--- src/rtl/tmr_pool_pkg.sv ---
package tmr_pool_pkg;

  // Strobes from the recovery control to the pool datapath
  typedef struct packed {
    logic       hold;    // slot excluded from the vote
    logic       retire;  // retire the slot's tile this cycle
    logic [1:0] slot;    // group slot under recovery
  } poolCmd_t;

  typedef enum logic [2:0] {
    ST_IDLE,
    ST_RST,
    ST_ACK,
    ST_WATCH,
    ST_CFG,
    ST_SWAP
  } recState_t;

endpackage

--- src/rtl/tmr_pool_datapath.sv ---
module tmr_pool_datapath
  import tmr_pool_pkg::*;
#(
  parameter int NUM_TILES = 16,
  parameter int DATA_W    = 32,
  parameter int IDX_W     = 4
) (
  input  logic                    clk,
  input  logic                    rst,
  input  logic [NUM_TILES*DATA_W-1:0] tileWords,
  input  logic [NUM_TILES-1:0]    tileValid,
  input  poolCmd_t                cmd,
  output logic [DATA_W-1:0]       votedWord,
  output logic                    votedValid,
  output logic [2:0]              faultFlags,
  output logic                    mismatch,
  output logic [1:0]              mismatchSlot,
  output logic [IDX_W-1:0]        targetTile,
  output logic                    spareFound,
  output logic [3*IDX_W-1:0]      activeSet,
  output logic [NUM_TILES-1:0]    healthMap,
  output logic                    degraded
);

  localparam int SLOTS = 3;

  logic [IDX_W-1:0]  activeIdx [SLOTS];
  logic [SLOTS-1:0]  deadSlot;
  logic [DATA_W-1:0] slotWord  [SLOTS];
  logic [SLOTS-1:0]  slotValid;
  logic [SLOTS-1:0]  included;
  logic [NUM_TILES-1:0] isActive;
  logic [IDX_W-1:0]  spareIdx;
  logic [DATA_W-1:0] majWord;
  logic              eq01, eq02, eq12;

  for (genvar s = 0; s < SLOTS; s++) begin : g_slot
    assign slotWord[s]  = tileWords[int'(activeIdx[s])*DATA_W +: DATA_W];
    assign slotValid[s] = tileValid[activeIdx[s]];
    assign included[s]  = !deadSlot[s] && !(cmd.hold && cmd.slot == 2'(s));
    assign activeSet[s*IDX_W +: IDX_W] = activeIdx[s];
  end

  assign majWord = (slotWord[0] & slotWord[1]) | (slotWord[0] & slotWord[2]) |
                   (slotWord[1] & slotWord[2]);
  assign eq01 = (slotWord[0] == slotWord[1]);
  assign eq02 = (slotWord[0] == slotWord[2]);
  assign eq12 = (slotWord[1] == slotWord[2]);

  // Odd-one-out detection, full group only
  always_comb begin
    faultFlags = '0;
    if ((&included) && (&slotValid) && !(eq01 && eq12)) begin
      if (eq01)      faultFlags = 3'b100;
      else if (eq02) faultFlags = 3'b010;
      else if (eq12) faultFlags = 3'b001;
    end
  end

  assign mismatch     = |faultFlags;
  assign mismatchSlot = faultFlags[2] ? 2'd2 : (faultFlags[1] ? 2'd1 : 2'd0);

  always_comb begin
    if (&included)        votedWord = majWord;
    else if (included[0]) votedWord = slotWord[0];
    else if (included[1]) votedWord = slotWord[1];
    else                  votedWord = slotWord[2];
    votedValid = ($countones(included) >= 2) && ((slotValid | ~included) == 3'b111);
  end

  always_comb begin
    isActive = '0;
    for (int s = 0; s < SLOTS; s++) isActive[activeIdx[s]] = 1'b1;
  end

  // Lowest-index healthy idle tile
  always_comb begin
    spareFound = 1'b0;
    spareIdx   = '0;
    for (int t = NUM_TILES - 1; t >= 0; t--) begin
      if (healthMap[t] && !isActive[t]) begin
        spareFound = 1'b1;
        spareIdx   = IDX_W'(t);
      end
    end
  end

  assign targetTile = activeIdx[cmd.slot];

  always_ff @(posedge clk) begin
    if (rst) begin
      for (int s = 0; s < SLOTS; s++) activeIdx[s] <= IDX_W'(s);
      healthMap <= '1;
      deadSlot  <= '0;
      degraded  <= 1'b0;
    end else if (cmd.retire) begin
      healthMap[targetTile] <= 1'b0;
      if (spareFound) begin
        activeIdx[cmd.slot] <= spareIdx;
      end else begin
        deadSlot[cmd.slot] <= 1'b1;
        degraded           <= 1'b1;
      end
    end
  end

  // Checks
  assert_flags_onehot_R3: assert property (@(posedge clk) disable iff (rst)
    $onehot0(faultFlags));

  assert_hold_silent_R5: assert property (@(posedge clk) disable iff (rst)
    cmd.hold |-> (faultFlags == 3'b000));

  assert_retire_clears_R9: assert property (@(posedge clk) disable iff (rst)
    cmd.retire |=> !healthMap[$past(targetTile)]);

  assert_health_monotonic_R10: assert property (@(posedge clk) disable iff (rst)
    1'b1 |=> ((healthMap & ~$past(healthMap)) == '0));

  assert_degraded_sticky_R11: assert property (@(posedge clk) disable iff (rst)
    degraded |=> degraded);

  for (genvar s = 0; s < SLOTS; s++) begin : g_chk
    assert_live_healthy_R10: assert property (@(posedge clk) disable iff (rst)
      !deadSlot[s] |-> healthMap[activeIdx[s]]);
  end

endmodule

--- src/rtl/tmr_pool_ctrl.sv ---
module tmr_pool_ctrl
  import tmr_pool_pkg::*;
#(
  parameter int NUM_TILES    = 16,
  parameter int IDX_W        = 4,
  parameter int RESET_CYCLES = 8,
  parameter int REPEAT_WIN   = 256,
  parameter int CFG_TIMEOUT  = 1024
) (
  input  logic                 clk,
  input  logic                 rst,
  input  logic                 mismatch,
  input  logic [1:0]           mismatchSlot,
  input  logic [IDX_W-1:0]     targetTile,
  input  logic                 spareFound,
  input  logic [NUM_TILES-1:0] syncAck,
  input  logic                 cfgDone,
  output poolCmd_t             cmd,
  output logic [NUM_TILES-1:0] tileReset,
  output logic                 cfgReq,
  output logic [IDX_W-1:0]     cfgTile
);

  localparam int MAX_AB  = (RESET_CYCLES > REPEAT_WIN) ? RESET_CYCLES : REPEAT_WIN;
  localparam int CNT_MAX = (MAX_AB > CFG_TIMEOUT) ? MAX_AB : CFG_TIMEOUT;
  localparam int CNT_W   = $clog2(CNT_MAX + 1);

  recState_t        state;
  logic [1:0]       slotR;
  logic             stage;   // 1 once the tile has been reconfigured
  logic [CNT_W-1:0] cnt;

  assign cmd.slot   = slotR;
  assign cmd.hold   = (state == ST_RST) || (state == ST_ACK) || (state == ST_CFG);
  assign cmd.retire = (state == ST_SWAP);
  assign cfgReq     = (state == ST_CFG);
  assign cfgTile    = targetTile;

  always_comb begin
    tileReset = '0;
    if (state == ST_RST) tileReset[targetTile] = 1'b1;
  end

  always_ff @(posedge clk) begin
    if (rst) begin
      state <= ST_IDLE;
      slotR <= '0;
      stage <= 1'b0;
      cnt   <= '0;
    end else begin
      case (state)
        ST_IDLE: begin
          if (mismatch) begin
            slotR <= mismatchSlot;
            stage <= 1'b0;
            cnt   <= '0;
            state <= ST_RST;
          end
        end
        ST_RST: begin
          if (cnt == CNT_W'(RESET_CYCLES - 1)) begin
            cnt   <= '0;
            state <= ST_ACK;
          end else begin
            cnt <= cnt + 1'b1;
          end
        end
        ST_ACK: begin
          if (syncAck[targetTile]) begin
            cnt   <= '0;
            state <= ST_WATCH;
          end
        end
        ST_WATCH: begin
          if (mismatch && mismatchSlot == slotR) begin
            cnt   <= '0;
            state <= stage ? ST_SWAP : ST_CFG;
          end else if (mismatch) begin
            slotR <= mismatchSlot;
            stage <= 1'b0;
            cnt   <= '0;
            state <= ST_RST;
          end else if (cnt == CNT_W'(REPEAT_WIN - 1)) begin
            cnt   <= '0;
            state <= ST_IDLE;
          end else begin
            cnt <= cnt + 1'b1;
          end
        end
        ST_CFG: begin
          if (cfgDone) begin
            stage <= 1'b1;
            cnt   <= '0;
            state <= ST_RST;
          end else if (cnt == CNT_W'(CFG_TIMEOUT - 1)) begin
            cnt   <= '0;
            state <= ST_SWAP;
          end else begin
            cnt <= cnt + 1'b1;
          end
        end
        ST_SWAP: begin
          stage <= 1'b0;
          cnt   <= '0;
          state <= spareFound ? ST_RST : ST_IDLE;
        end
        default: state <= ST_IDLE;
      endcase
    end
  end

  // Checks
  assert_one_reset_R12: assert property (@(posedge clk) disable iff (rst)
    $onehot0(tileReset));

  assert_fault_starts_reset_R4: assert property (@(posedge clk) disable iff (rst)
    (state == ST_IDLE && mismatch) |=> (tileReset != '0));

  assert_cfg_index_stable_R7: assert property (@(posedge clk) disable iff (rst)
    (cfgReq && $past(cfgReq)) |-> $stable(cfgTile));

  assert_cfg_done_resync_R7: assert property (@(posedge clk) disable iff (rst)
    (cfgReq && cfgDone) |=> (tileReset != '0));

endmodule

--- src/rtl/tmr_spare_pool.sv ---
module tmr_spare_pool
  import tmr_pool_pkg::*;
#(
  parameter int NUM_TILES    = 16,
  parameter int DATA_W       = 32,
  parameter int RESET_CYCLES = 8,
  parameter int REPEAT_WIN   = 256,
  parameter int CFG_TIMEOUT  = 1024,
  localparam int IDX_W       = $clog2(NUM_TILES)
) (
  input  logic                        clk,
  input  logic                        rst,
  input  logic [NUM_TILES*DATA_W-1:0] tileWords,
  input  logic [NUM_TILES-1:0]        tileValid,
  input  logic [NUM_TILES-1:0]        syncAck,
  input  logic                        cfgDone,
  output logic [NUM_TILES-1:0]        tileReset,
  output logic                        cfgReq,
  output logic [IDX_W-1:0]            cfgTile,
  output logic [DATA_W-1:0]           votedWord,
  output logic                        votedValid,
  output logic [2:0]                  faultFlags,
  output logic [3*IDX_W-1:0]          activeSet,
  output logic [NUM_TILES-1:0]        healthMap,
  output logic                        degraded
);

  poolCmd_t         cmd;
  logic             mismatch;
  logic [1:0]       mismatchSlot;
  logic [IDX_W-1:0] targetTile;
  logic             spareFound;

  tmr_pool_datapath #(
    .NUM_TILES(NUM_TILES), .DATA_W(DATA_W), .IDX_W(IDX_W)
  ) datapath_i (
    .clk(clk), .rst(rst), .tileWords(tileWords), .tileValid(tileValid), .cmd(cmd),
    .votedWord(votedWord), .votedValid(votedValid), .faultFlags(faultFlags),
    .mismatch(mismatch), .mismatchSlot(mismatchSlot), .targetTile(targetTile),
    .spareFound(spareFound), .activeSet(activeSet), .healthMap(healthMap),
    .degraded(degraded)
  );

  tmr_pool_ctrl #(
    .NUM_TILES(NUM_TILES), .IDX_W(IDX_W), .RESET_CYCLES(RESET_CYCLES),
    .REPEAT_WIN(REPEAT_WIN), .CFG_TIMEOUT(CFG_TIMEOUT)
  ) ctrl_i (
    .clk(clk), .rst(rst), .mismatch(mismatch), .mismatchSlot(mismatchSlot),
    .targetTile(targetTile), .spareFound(spareFound), .syncAck(syncAck),
    .cfgDone(cfgDone), .cmd(cmd), .tileReset(tileReset), .cfgReq(cfgReq),
    .cfgTile(cfgTile)
  );

endmodule

--- config.mk ---
export PLATFORM = sky130hd
export DESIGN_NAME = tmr_spare_pool
export DESIGN_NICKNAME = d
export VERILOG_FILES = /design/src/rtl/tmr_pool_pkg.sv /design/src/rtl/tmr_pool_datapath.sv /design/src/rtl/tmr_pool_ctrl.sv /design/src/rtl/tmr_spare_pool.sv
export SDC_FILE = /design/constraint.sdc
export NUM_CORES = 1
export LEC_CHECK = 0
export CAP_MARGIN = 20
export CORE_AREA = 2 2 249 251
export DETAILED_ROUTE_END_ITERATION = 10
export DIE_AREA = 0 0 251 253
export PLACE_DENSITY_LB_ADDON = 0.25
export SLEW_MARGIN = 20
export SYNTH_ARGS = -nofsm -noshare
export SYNTH_HDL_FRONTEND = slang
export SYNTH_SLANG_ARGS = --single-unit
--- constraint.sdc ---
create_clock -name clk -period 6.24 [get_ports clk]
set_input_delay 1.248 -clock clk [delete_from_list [all_inputs] [get_ports clk]]
set_output_delay 1.248 -clock clk [all_outputs]
set_load 0.01 [all_outputs]
==> impl_results.md <==
- Routed Antenna Nets: 0
- # setup viols final: 0
- Peak supply drop: about 0.17 mV
- CP cell instances: clkdlybuf4s50_1, mux4_2, mux4_2, ha_1, nor4_1, buf_4, nand4_1, or2_2, nor3_1, dlygate4sd2_1
- Area Growth Syn to Fin: 43.0%
- Overall global routing resource usage: around a quarter
- Worst-path clk slew: 0.07 ns
- Synth Register Bits: 55
- Number of port buffers: 632
- Via count: approximately 18000
- Metal3 WL: between 8000 and 9000 µm
- Asr flop ratio synth: 0%
- Clk sink count: 55
- Status: finished, final reports clean
- Pre-CTS WS: -0.187 ns
- DR DRC count: 0
- Vias in the first global route: around 18000
- Util after Layout: 42.1%
- Die X: 251 µm
- Post-DP HPWL: around 66000 µm
- Initial Utilization: 29.4%
- Num CTS Buffers: 5
- Die area: around 64000 µm²
- Arr. time, crit path: 4.72 ns
- Yosys Warn Count: 0
- Setup ws final: 0.277 ns
- Post-layout min period: 5.96 ns
- Kind of critical path: in2out
- Vias per inst: 6.31
- Synth cell types: 86
- CP max stage delay: between 0.5 and 0.6 ns
- Pin count of the biggest net entering global routing: between 90 and 100
- Routed wl met2: 42800 µm
- Synthesized Nets: 2069
- Final Hold Fails: 0
- Clock buffer depth: 2
- CP max FO: 4
- Syn Area/Cell: 12.6 µm²
- H-tree depth: 2
- Wire per inst: 30.6 µm
- Detailed-route wire length: ~86000 µm
- Commonest cells after routing, fill and taps aside: clkdlybuf4s50_1, mux4_2, nand2_1
- CTS tree: built
- Most common cell after layout, fill and taps aside: clkdlybuf4s50_1
- Design Area, Final: 25700 µm²
- Fmax: 168 MHz
- Reg2Reg Setup Slack: 1.22 ns
- Synth Flop Type: dfxtp_1
- Fillers: 5607
- CTS Hold Buffers Added: 0
- DRT Pass-1 Iters: 5
- First-pass GRT wire length: 123000 µm
- Synthesized cell area: 18000 µm²
- Mapped Cells: 1424
- Worst-Margin Slew: 1.06 ns
- Tot Pwr: 3.27 mW
- CP endpoint kind: output pin
- Final nets: 2626
- Row cnt: 91
- CP required: around 5.0 ns
- RSZ-0062 raised after global routing: false
- Most frequent CP cell: mux4_2
- Total gr overflow: 0
- Slowest stage cell, crit path: mux4_2
- Clock root buffer: clkbuf_16
- Share of layout cells above drive strength 1: 31.6%
- CP startpoint kind: input pin
- Final Max Tran Viols: 0
- Routability cong.: 0.956
- Io pins: 633
- M1 WL: 30400 µm
- 1st-iter DRT viols: around 1600
- Skew final: approximately 0.0055 ns
- Die Ht: 253 µm
- Post-synth EDFFs: 16
- Worst skew pair latency: 0.30 ns
- Relative slew slack: 29.3%
- Max-cap violations: 0
- Fin crit share: a little over nine tenths
- Power Dens Cells: between 100 and 150 nW/µm²
- Post-Place Cell Area: 25300 µm²
- Uppermost layer routed: met5
- Sequential share of the synthesized area: 7.02%
- Leakage power: 8.81 nW
- HP Class: reg2reg
- Core area: 61000 µm²
- Sum Neg Setup Slack: 0 ns
- Antenna violations before repair: 47
flip-flops by register name (all words and copies together), names as in the netlist, named ones only:
register              cells
ctrl_i.slotR              2
ctrl_i.stage              1
datapath_i.healthMap     16
datapath_i.activeIdx     16
ctrl_i.cnt               11
datapath_i.degraded       1
datapath_i.deadSlot       3
ctrl_i.state              3
synth_stat cells, types with 7 or more instances:
cell	count	share of area [%]
mux4_2	494	62
nand2_1	141	2.9
a21oi_1	112	3.1
ha_1	98	6.8
buf_2	92	2.6
nor4_1	64	2.2
nor2_1	57	1.2
clkbuf_1	49	1.0
dfxtp_1	39	4.3
mux2i_1	19	1.1
inv_1	17	0.36
edfxtp_1	16	2.7
nand3_1	15	0.42
nand4_1	12	0.42
nor3_1	12	0.33
buf_1	11	0.23
and3_1	9	0.31
nand2b_1	9	0.31
nor3b_1	9	0.38
nor2b_1	8	0.28
o21ai_0	8	0.22
or4b_2	7	0.39
through the flow:
| stage | cells | hold WS [ns] |
|---|---|---|
| floorplan | 1424 | 0.439 |
| finish | 2802 | 0.474 |
| detailed placement | 2763 | 0.460 |
| global placement | 2763 | 0.457 |
| CTS | 2772 | 0.478 |
| global route | 2791 | 0.507 |
path summary, 6_finish.rpt:
check	endpoint	cells after the start	start
max reg2reg	ctrl_i.cnt[8]	15	datapath_i.activeIdx[2][0]
max	faultFlags[1]	10	tileWords[363]
min reg2reg	datapath_i.deadSlot[0]	2	datapath_i.deadSlot[0]
min	datapath_i.deadSlot[0]	2	datapath_i.deadSlot[0]
worst max-delay path, delay by kind of cell:
kind	cells	cell delay [ns]
adder cells (fa/ha/maj)	1	0.32
buffers and inverters	3	1.02
multiplexers	2	1.04
AND/OR/NAND/NOR	4	1.09
logic make-up (layout without fill, tap and decap cells):
group / Yosys count / in the layout / synth area share [%]
compound gates: 186 / 186 / 6.48
xor+xnor: 3 / 3 / 0.146
fa+ha+maj: 98 / 98 / 6.83
buf+inv: 178 / 736 / 4.64
flops: 55 / 55 / 7.02
mux: 514 / 514 / 63.1
other cells: 0 / 30 / 0
simple gates: 390 / 390 / 11.8
repair_timing:
action	4_1_cts	5_1_grt
pin swaps	1	1
gates resized for setup	11	10
endpoints found under the setup margin	3	2
setup buffers	1	0
power by group:
part	internal (mW)	total, mW	switching (mW)
logic	1.30	2.54	1.25
registers	0.378	0.397	0.0191
clock network	0.189	0.327	0.138
cell type report:
cell class              count  area (µm²)  area share (%)
inverters                  18        68.8           0.268
flip-flops and latches     55        1260            4.91
multi-input cells        1191       16000            62.3
clock inverters             3        43.8           0.171
clock buffers               5         125           0.487
diodes                     30        75.1           0.292
well taps                 790         988            3.85
repair buffers            710        7130            27.8
layer usage:
layer	GRT usage, %	up-vias
li1	-	7436
met1	30.4	9047
met4	11.0	40
met2	44.5	944
met5	0	-
met3	8.59	203
(Power assumes the default switching activity.)
